<file path="config.mk">
export PLATFORM = sky130hd
export DESIGN_NAME = spi_eeprom_engine
export DESIGN_NICKNAME = d
export VERILOG_FILES = /design/src/rtl/spi_eeprom_pkg.sv /design/src/rtl/spi_pin_sync.sv /design/src/rtl/spi_hold_gate.sv /design/src/rtl/eeprom_page_buffer.sv /design/src/rtl/eeprom_cell_array.sv /design/src/rtl/spi_eeprom_engine.sv
export SDC_FILE = /design/constraint.sdc
export NUM_CORES = 2
export LEC_CHECK = 0
export BUFFER_PORTS_ARGS = -buffer_cell sky130_fd_sc_hd__buf_4
export CORE_UTILIZATION = 50
export CTS_BUF_LIST = sky130_fd_sc_hd__clkbuf_16
export CTS_CLUSTER_DIAMETER = 120
export DETAILED_ROUTE_END_ITERATION = 8
export PLACE_DENSITY = 0.65
export SYNTH_ARGS = -nofsm -noshare
export SYNTH_HDL_FRONTEND = slang
export SYNTH_SLANG_ARGS = --single-unit
</file>
<file path="constraint.sdc">
create_clock -name clk -period 5.9 [get_ports clk]
set_input_delay 1.18 -clock clk [delete_from_list [all_inputs] [get_ports clk]]
set_output_delay 1.18 -clock clk [all_outputs]
set_load 0.05 [all_outputs]
</file>
<file path="src/rtl/spi_eeprom_pkg.sv">
package spi_eeprom_pkg;
   localparam logic [7:0] OP_SET_WEN = 8'h06;
   localparam logic [7:0] OP_CLR_WEN = 8'h04;
   localparam logic [7:0] OP_RD_STAT = 8'h05;
   localparam logic [7:0] OP_WR_STAT = 8'h01;
   localparam logic [7:0] OP_READ    = 8'h03;
   localparam logic [7:0] OP_WRITE   = 8'h02;

   typedef enum logic [2:0] {
      PH_OPCODE,
      PH_RD_ADDR,
      PH_RD_DATA,
      PH_STATUS,
      PH_WR_ADDR,
      PH_WR_DATA,
      PH_WRSR_DATA,
      PH_IGNORE
   } phase_e;
endpackage

</file>
<file path="src/rtl/spi_pin_sync.sv">
module spi_pin_sync #(
   parameter int   STAGES    = 2,
   parameter logic RESET_VAL = 1'b0
) (
   input  logic clk,
   input  logic rst_n,
   input  logic din,
   output logic level
);
   generate
      if (STAGES < 1) begin : g_bad_stages
         $error("spi_pin_sync: STAGES must be at least 1");
      end else if (STAGES == 1) begin : g_single
         logic q;
         always_ff @(posedge clk or negedge rst_n) begin
            if (!rst_n) q <= RESET_VAL;
            else        q <= din;
         end
         assign level = q;
      end else begin : g_chain
         logic [STAGES-1:0] chain;
         always_ff @(posedge clk or negedge rst_n) begin
            if (!rst_n) chain <= {STAGES{RESET_VAL}};
            else        chain <= {chain[STAGES-2:0], din};
         end
         assign level = chain[STAGES-1];
      end
   endgenerate
endmodule

</file>
<file path="src/rtl/spi_hold_gate.sv">
module spi_hold_gate (
   input  logic clk,
   input  logic rst_n,
   input  logic active,
   input  logic sck_lvl,
   input  logic hold_lvl,
   output logic held
);
   always_ff @(posedge clk or negedge rst_n) begin
      if (!rst_n)                             held <= 1'b0;
      else if (!active)                       held <= 1'b0;
      else if (!held && !hold_lvl && sck_lvl) held <= 1'b1;
      else if (held && hold_lvl && sck_lvl)   held <= 1'b0;
   end
endmodule

</file>
<file path="src/rtl/eeprom_page_buffer.sv">
module eeprom_page_buffer #(
   parameter int PAGE_BYTES = 4
) (
   input  logic                          clk,
   input  logic                          rst_n,
   input  logic                          clear,
   input  logic                          wr,
   input  logic [$clog2(PAGE_BYTES)-1:0] lane,
   input  logic [7:0]                    wdata,
   output logic [PAGE_BYTES-1:0]         mask,
   output logic [PAGE_BYTES*8-1:0]       data
);
   localparam int LW = $clog2(PAGE_BYTES);

   generate
      for (genvar l = 0; l < PAGE_BYTES; l++) begin : g_lane
         always_ff @(posedge clk or negedge rst_n) begin
            if (!rst_n) begin
               mask[l]        <= 1'b0;
               data[l*8 +: 8] <= 8'h00;
            end else if (clear) begin
               mask[l] <= 1'b0;
            end else if (wr && lane == LW'(l)) begin
               mask[l]        <= 1'b1;
               data[l*8 +: 8] <= wdata;
            end
         end
      end
   endgenerate
endmodule

</file>
<file path="src/rtl/eeprom_cell_array.sv">
module eeprom_cell_array #(
   parameter int ADDR_W     = 8,
   parameter int PAGE_BYTES = 4
) (
   input  logic                    clk,
   input  logic                    rst_n,
   input  logic                    apply,
   input  logic [ADDR_W-1:0]       base,
   input  logic [PAGE_BYTES-1:0]   mask,
   input  logic [PAGE_BYTES*8-1:0] data,
   input  logic [ADDR_W-1:0]       rd_addr,
   output logic [7:0]              rd_data
);
   localparam int DEPTH = 1 << ADDR_W;
   localparam int LW    = $clog2(PAGE_BYTES);

   logic [7:0] cells [DEPTH];

   always_ff @(posedge clk or negedge rst_n) begin
      if (!rst_n) begin
         for (int i = 0; i < DEPTH; i++) cells[i] <= 8'hFF;
      end else if (apply) begin
         for (int l = 0; l < PAGE_BYTES; l++) begin
            if (mask[l]) cells[{base[ADDR_W-1:LW], LW'(l)}] <= data[l*8 +: 8];
         end
      end
   end

   assign rd_data = cells[rd_addr];
endmodule

</file>
<file path="src/rtl/spi_eeprom_engine.sv">
module spi_eeprom_engine
   import spi_eeprom_pkg::*;
#(
   parameter int ADDR_W      = 8,
   parameter int PAGE_BYTES  = 4,
   parameter int SYNC_STAGES = 2
) (
   input  logic                    clk,
   input  logic                    rst_n,
   input  logic                    cs_n,
   input  logic                    sck,
   input  logic                    mosi,
   input  logic                    hold_n,
   output logic                    miso,
   output logic                    miso_oe,
   input  logic                    nv_busy,
   input  logic [1:0]              prot_level,
   input  logic                    commit_done,
   output logic                    commit_req,
   output logic                    commit_is_status,
   output logic [ADDR_W-1:0]       commit_base,
   output logic [PAGE_BYTES-1:0]   commit_mask,
   output logic [PAGE_BYTES*8-1:0] commit_data
);
   localparam int                LW       = $clog2(PAGE_BYTES);
   localparam logic [ADDR_W-1:0] ADDR_ONE = 1;
   localparam logic [LW-1:0]     LANE_ONE = 1;

   generate
      if (ADDR_W < 2 || ADDR_W > 8) begin : g_bad_addr
         $error("spi_eeprom_engine: ADDR_W must lie in 2..8");
      end
      if (PAGE_BYTES < 2 || (1 << LW) != PAGE_BYTES || PAGE_BYTES >= (1 << ADDR_W)) begin : g_bad_page
         $error("spi_eeprom_engine: PAGE_BYTES must be a power of two, at least 2, below the array size");
      end
   endgenerate

   // pin synchronizers
   logic cs_lvl, sck_lvl, mosi_lvl, hold_lvl;
   spi_pin_sync #(.STAGES(SYNC_STAGES), .RESET_VAL(1'b0)) u_sync_cs
      (.clk(clk), .rst_n(rst_n), .din(cs_n),   .level(cs_lvl));
   spi_pin_sync #(.STAGES(SYNC_STAGES), .RESET_VAL(1'b0)) u_sync_sck
      (.clk(clk), .rst_n(rst_n), .din(sck),    .level(sck_lvl));
   spi_pin_sync #(.STAGES(SYNC_STAGES), .RESET_VAL(1'b0)) u_sync_mosi
      (.clk(clk), .rst_n(rst_n), .din(mosi),   .level(mosi_lvl));
   spi_pin_sync #(.STAGES(SYNC_STAGES), .RESET_VAL(1'b1)) u_sync_hold
      (.clk(clk), .rst_n(rst_n), .din(hold_n), .level(hold_lvl));

   // edge detection, arming and selection
   logic cs_prev, sck_prev, armed, active, held;
   logic cs_rise_e, cs_fall_e, adv_fall, adv_rise;

   always_ff @(posedge clk or negedge rst_n) begin
      if (!rst_n) begin
         cs_prev  <= 1'b0;
         sck_prev <= 1'b0;
         armed    <= 1'b0;
         active   <= 1'b0;
      end else begin
         cs_prev  <= cs_lvl;
         sck_prev <= sck_lvl;
         if (cs_lvl) armed <= 1'b1;
         if (cs_rise_e)              active <= 1'b0;
         else if (cs_fall_e && armed) active <= 1'b1;
      end
   end

   assign cs_rise_e = !cs_prev && cs_lvl;
   assign cs_fall_e = cs_prev && !cs_lvl;

   spi_hold_gate u_hold (
      .clk(clk), .rst_n(rst_n), .active(active),
      .sck_lvl(sck_lvl), .hold_lvl(hold_lvl), .held(held)
   );

   assign adv_fall = active && !held && sck_prev && !sck_lvl;
   assign adv_rise = active && !held && !sck_prev && sck_lvl;

   // serial state
   phase_e            phase;
   logic [2:0]        bitcnt;
   logic [7:0]        rx, tx, byte_in, status_byte, wrsr_byte, rd_data;
   logic              so_q, wen_latch, wrsr_got, byte_done, commit_ok;
   logic [ADDR_W-1:0] addr, rd_addr;
   logic [PAGE_BYTES-1:0]   pb_mask;
   logic [PAGE_BYTES*8-1:0] pb_data;

   assign byte_in     = {rx[6:0], mosi_lvl};
   assign byte_done   = adv_fall && bitcnt == 3'd7;
   assign status_byte = nv_busy ? 8'hFF : {4'b0000, prot_level, wen_latch, 1'b0};
   assign rd_addr     = (phase == PH_RD_ADDR) ? byte_in[ADDR_W-1:0] : addr;

   always_ff @(posedge clk or negedge rst_n) begin
      if (!rst_n) begin
         phase     <= PH_OPCODE;
         bitcnt    <= 3'd0;
         rx        <= 8'h00;
         tx        <= 8'h00;
         so_q      <= 1'b0;
         addr      <= '0;
         wen_latch <= 1'b0;
         wrsr_byte <= 8'h00;
         wrsr_got  <= 1'b0;
      end else begin
         if (cs_rise_e || (cs_fall_e && armed)) begin
            phase    <= PH_OPCODE;
            bitcnt   <= 3'd0;
            tx       <= 8'h00;
            so_q     <= 1'b0;
            wrsr_got <= 1'b0;
         end else if (adv_fall) begin
            rx     <= byte_in;
            bitcnt <= bitcnt + 3'd1;
            if (byte_done) begin
               case (phase)
                  PH_OPCODE: begin
                     case (byte_in)
                        OP_RD_STAT: begin phase <= PH_STATUS; tx <= status_byte; end
                        OP_SET_WEN: begin phase <= PH_IGNORE; if (!nv_busy) wen_latch <= 1'b1; end
                        OP_CLR_WEN: begin phase <= PH_IGNORE; if (!nv_busy) wen_latch <= 1'b0; end
                        OP_WR_STAT: phase <= nv_busy ? PH_IGNORE : PH_WRSR_DATA;
                        OP_READ:    phase <= nv_busy ? PH_IGNORE : PH_RD_ADDR;
                        OP_WRITE:   phase <= nv_busy ? PH_IGNORE : PH_WR_ADDR;
                        default:    phase <= PH_IGNORE;
                     endcase
                  end
                  PH_RD_ADDR: begin
                     addr  <= byte_in[ADDR_W-1:0] + ADDR_ONE;
                     tx    <= rd_data;
                     phase <= PH_RD_DATA;
                  end
                  PH_RD_DATA: begin
                     addr <= addr + ADDR_ONE;
                     tx   <= rd_data;
                  end
                  PH_STATUS:  tx <= status_byte;
                  PH_WR_ADDR: begin
                     addr  <= byte_in[ADDR_W-1:0];
                     phase <= PH_WR_DATA;
                  end
                  PH_WR_DATA: addr <= {addr[ADDR_W-1:LW], addr[LW-1:0] + LANE_ONE};
                  PH_WRSR_DATA: begin
                     wrsr_byte <= byte_in;
                     wrsr_got  <= 1'b1;
                  end
                  default: ;
               endcase
            end
         end else if (adv_rise) begin
            so_q <= tx[7];
            tx   <= {tx[6:0], 1'b0};
         end
         if (commit_done) wen_latch <= 1'b0;
      end
   end

   // page collection
   eeprom_page_buffer #(.PAGE_BYTES(PAGE_BYTES)) u_page (
      .clk(clk), .rst_n(rst_n),
      .clear(byte_done && phase == PH_OPCODE),
      .wr(byte_done && phase == PH_WR_DATA),
      .lane(addr[LW-1:0]), .wdata(byte_in),
      .mask(pb_mask), .data(pb_data)
   );

   // commit on a legal chip-select release
   assign commit_ok = cs_rise_e && active && wen_latch && bitcnt == 3'd0 &&
                      ((phase == PH_WR_DATA && |pb_mask) ||
                       (phase == PH_WRSR_DATA && wrsr_got));

   always_ff @(posedge clk or negedge rst_n) begin
      if (!rst_n) begin
         commit_req       <= 1'b0;
         commit_is_status <= 1'b0;
         commit_base      <= '0;
         commit_mask      <= '0;
         commit_data      <= '0;
      end else begin
         commit_req <= commit_ok;
         if (commit_ok) begin
            if (phase == PH_WRSR_DATA) begin
               commit_is_status <= 1'b1;
               commit_base      <= '0;
               commit_mask      <= {{(PAGE_BYTES-1){1'b0}}, 1'b1};
               commit_data      <= {{((PAGE_BYTES-1)*8){1'b0}}, wrsr_byte};
            end else begin
               commit_is_status <= 1'b0;
               commit_base      <= {addr[ADDR_W-1:LW], {LW{1'b0}}};
               commit_mask      <= pb_mask;
               commit_data      <= pb_data;
            end
         end
      end
   end

   eeprom_cell_array #(.ADDR_W(ADDR_W), .PAGE_BYTES(PAGE_BYTES)) u_cells (
      .clk(clk), .rst_n(rst_n),
      .apply(commit_done && !commit_is_status),
      .base(commit_base), .mask(commit_mask), .data(commit_data),
      .rd_addr(rd_addr), .rd_data(rd_data)
   );

   assign miso    = so_q;
   assign miso_oe = active && !held;
endmodule

</file>
==> flow_summary.json <==
{
  "synth_warnings": 0,
  "powerDensity_mw_per_mm2": 261,
  "critPathKind": "flip-flop to flip-flop",
  "seqPwrFrac": 0.506,
  "final.period_utilization": 0.968,
  "p_leak_uw": 0.0444,
  "path_common_cell": "a31oi_1",
  "drc": 0,
  "start_util": 0.505,
  "status": "complete, but fails checks",
  "synth_adder_area_share": 0.000966,
  "postRouteAntennaNets": 0,
  "n_fill_cell": 16943,
  "multiInputGateArea_mm2": 0.0438,
  "dp.cells": 10890,
  "maxSlewViolCount": 1,
  "end_kind": "flip-flop",
  "pin_count": 58,
  "dr_total_vias": 74760,
  "instances_no_fill": 11328,
  "synth_mux_area_frac": 0.269,
  "synth_xor_xnor_area_share": 0.00127,
  "synth_compound_gate_area_share": 0.0467,
  "area_growth_pct": 10.6,
  "slowest_stage": "dfrtp_1",
  "fin_total_pwr_uw": 29900,
  "core.rowCount": 166,
  "fin_ws_ns": 0.189,
  "gp_congestion": 0.985,
  "cts_buffer_depth": 3,
  "cts_resized": 0,
  "grt_max_degree": 194,
  "cp.required_ns": 6.72,
  "wl_per_cell_um": 33.5,
  "layout_common_cells": "2087 x mux2_2, 2050 x dfstp_2, 1554 x nand2_1",
  "clock-sinks": 2181,
  "post_cts_buffers": 0,
  "synth-seq-cells": 2181,
  "htreeDepth": 4,
  "setup_viol": 0,
  "cts_buffers": 228,
  "vias_per_cell": 6.60,
  "cp.arrival_ns": 6.54,
  "track_usage": 0.359,
  "sw_frac_of_total": 0.231,
  "register_area_mm2": 0.0573,
  "synth_top_family_by_area": "multiplexers",
  "finalHoldViolCount": 0,
  "synth-edff-count": 0,
  "first_pass_iters": 7,
  "dp_hpwl_um": 234000,
  "chipWidth_um": 457,
  "synth_cell_type_count": 72,
  "clkPwrFrac": 0.476,
  "io_buffers": 55,
  "final_common_cell": "mux2_2",
  "die-area_mm2": 0.209,
  "max_freq_ghz": 0.175,
  "syn_area_mm2": 0.104,
  "crit_buf_inv": 2,
  "critPathMaxFanout": 100,
  "cap_violations": 1,
  "crit_path_cell_trace": "or3b_4, buf_4, a21o_4, buf_12, mux2i_1, a32oi_1, a31oi_1, o21a_1, a31oi_1, a31oi_1, o31ai_1",
  "fin_crit_ns": 5.71,
  "core_mm2": 0.205,
  "failed_checks": "max-capacitance violations, max-slew violations",
  "synth-simple-area-share": 0.103,
  "comb_power_share": 0.018,
  "clk_latency_ns": 0.93,
  "synthFlopType": "dfstp_2",
  "drive_above_1_share": 0.567,
  "drtIter0Drc": 9129,
  "antenna_found_initial": 24,
  "fin_hold_ws_ns": 0.218,
  "fin_nets": 8450,
  "syn_inst": 8537,
  "ys_seq_area_frac": 0.551,
  "syn_avg_cell_area_um2": 12.1,
  "tns_ns": 0,
  "pre_cts_slack_ns": 0.298,
  "slew_headroom": -0.00291,
  "grt_pass1_vias": 73748,
  "p_switching_uw": 6920,
  "intPower_uw": 23000,
  "clk_pin_slew_ns": 0.07,
  "die_h_um": 457,
  "r2r_slack_ns": 0.19,
  "cp_top_family": "compound AO/OA/AOI/OAI gates",
  "peakVddDrop_v": 0.000327,
  "worst_slew_pin_slew_ns": 1.50,
  "grt_pass1_wl_um": 544000,
  "hp-class": "input port to async pin",
  "finClkSkew_ns": 0.0764,
  "drt_wl_total_um": 380000,
  "ctsHoldBuffers": 0,
  "async_flop_share": 1.00,
  "cts_root_buf": "clkbuf_16",
  "grt-ovfl-total": 0,
  "rsz0062_at_grt": "no",
  "critPathMaxStageDelay_ns": 0.70,
  "startpoint_type": "flip-flop",
  "cts_tree": "built"
}
synthesized netlist by cell type, types with 11 or more instances:
cell type	count	area, µm²
and3_1	33	206
a211oi_1	66	495
nand2_1	1561	5860
nand2b_1	13	81.3
mux2i_1	262	2620
nor2b_1	11	68.8
dfrtp_1	131	3280
a311oi_1	17	149
clkbuf_1	364	1370
inv_1	41	154
mux2_2	2087	23500
dfstp_2	2050	53900
a221oi_1	20	175
nor2_1	259	972
o21ai_0	104	521
a32oi_1	60	526
buf_6	13	146
o22ai_1	39	244
buf_4	26	195
a31oi_1	163	1020
buf_2	165	826
nand3_1	470	2350
buf_1	58	218
a22oi_1	44	330
nor3_1	14	70.1
nand4_1	102	638
mux4_2	73	1640
a21oi_1	105	526
layer usage:
metal  part of all wire  wire, µm  up-vias  global-route usage
li1                   -         -    30077                   -
met1               0.39    149000    39266               0.473
met2               0.44    169000     4223               0.539
met3              0.098     37100     1178              0.0914
met4              0.066     25300       16               0.207
met5            0.00031       116        -                   0
worst paths after layout:
check                                                  end                  startpoint  depth (start not counted)
worst max-delay path                                 tx[2]                    phase[1]                         11
worst min-delay path                                 tx[0]                       rst_n                          1
worst max register to register                       tx[2]                    phase[1]                         11
worst min register to register  u_sync_cs.g_chain.chain[1]  u_sync_cs.g_chain.chain[0]                          0
max in group asynchronous               u_cells.cells[572]                       rst_n                          3
min in group clk                u_sync_cs.g_chain.chain[1]  u_sync_cs.g_chain.chain[0]                          0
logic make-up (layout without fill, tap and decap cells):
family                     count (synthesis)  count (layout)
AOI/OAI and AO/OA                        719             719
xor gates and xnor gates                  15              15
adders and majority gates                  8               8
buffers and inverters                    669             758
DFF                                     2181            2181
muxes                                   2426            2426
other                                      1              15
and+or+nand+nor                         2518            2518
layout make-up:
cell class / instances / area share
Antenna cell: 13 / 0.000284
Clock buffer: 229 / 0.0500
Clock inverter: 196 / 0.0142
Inverter: 41 / 0.00134
Multi-Input combinational cell: 5688 / 0.382
Sequential cell: 2181 / 0.499
Tap cell: 2688 / 0.0293
Timing Repair Buffer: 292 / 0.0237
registers in the layout, summed over array words and instances (netlist names), 6 cells and up:
register,flops
u_page.data,32
commit_data,32
commit_base,6
rx,7
addr,8
tx,8
wrsr_byte,8
u_cells.cells,2048
per-stage QoR:
step / area, µm² / util
after floorplan: 104000 / -
after global placement: 107000 / 0.523
after detailed placement: 107000 / 0.523
after CTS: 115000 / 0.559
after global routing: 115000 / 0.559
final: 115000 / 0.559
power groups by stage:
stage | clock (µW) | combinational, µW | sequential (µW)
detailed placement | 0 | 557 | 15400
floorplan | 0 | 167 | 15300
CTS | 14400 | 558 | 15100
global route | 15000 | 617 | 15100
finish | 14300 | 551 | 15100
global placement | 0 | 548 | 15400
worst reg2reg max path: stages (launching register included):
cell and delay (ns):
dfrtp_1 0.70, or3b_4 0.69, buf_4 0.44, a21o_4 0.62
buf_12 0.52, mux2i_1 0.33, a32oi_1 0.49, a31oi_1 0.27
o21a_1 0.44, a31oi_1 0.69, a31oi_1 0.19, o31ai_1 0.24
No activity file was read; power rests on OpenSTA's default activity.
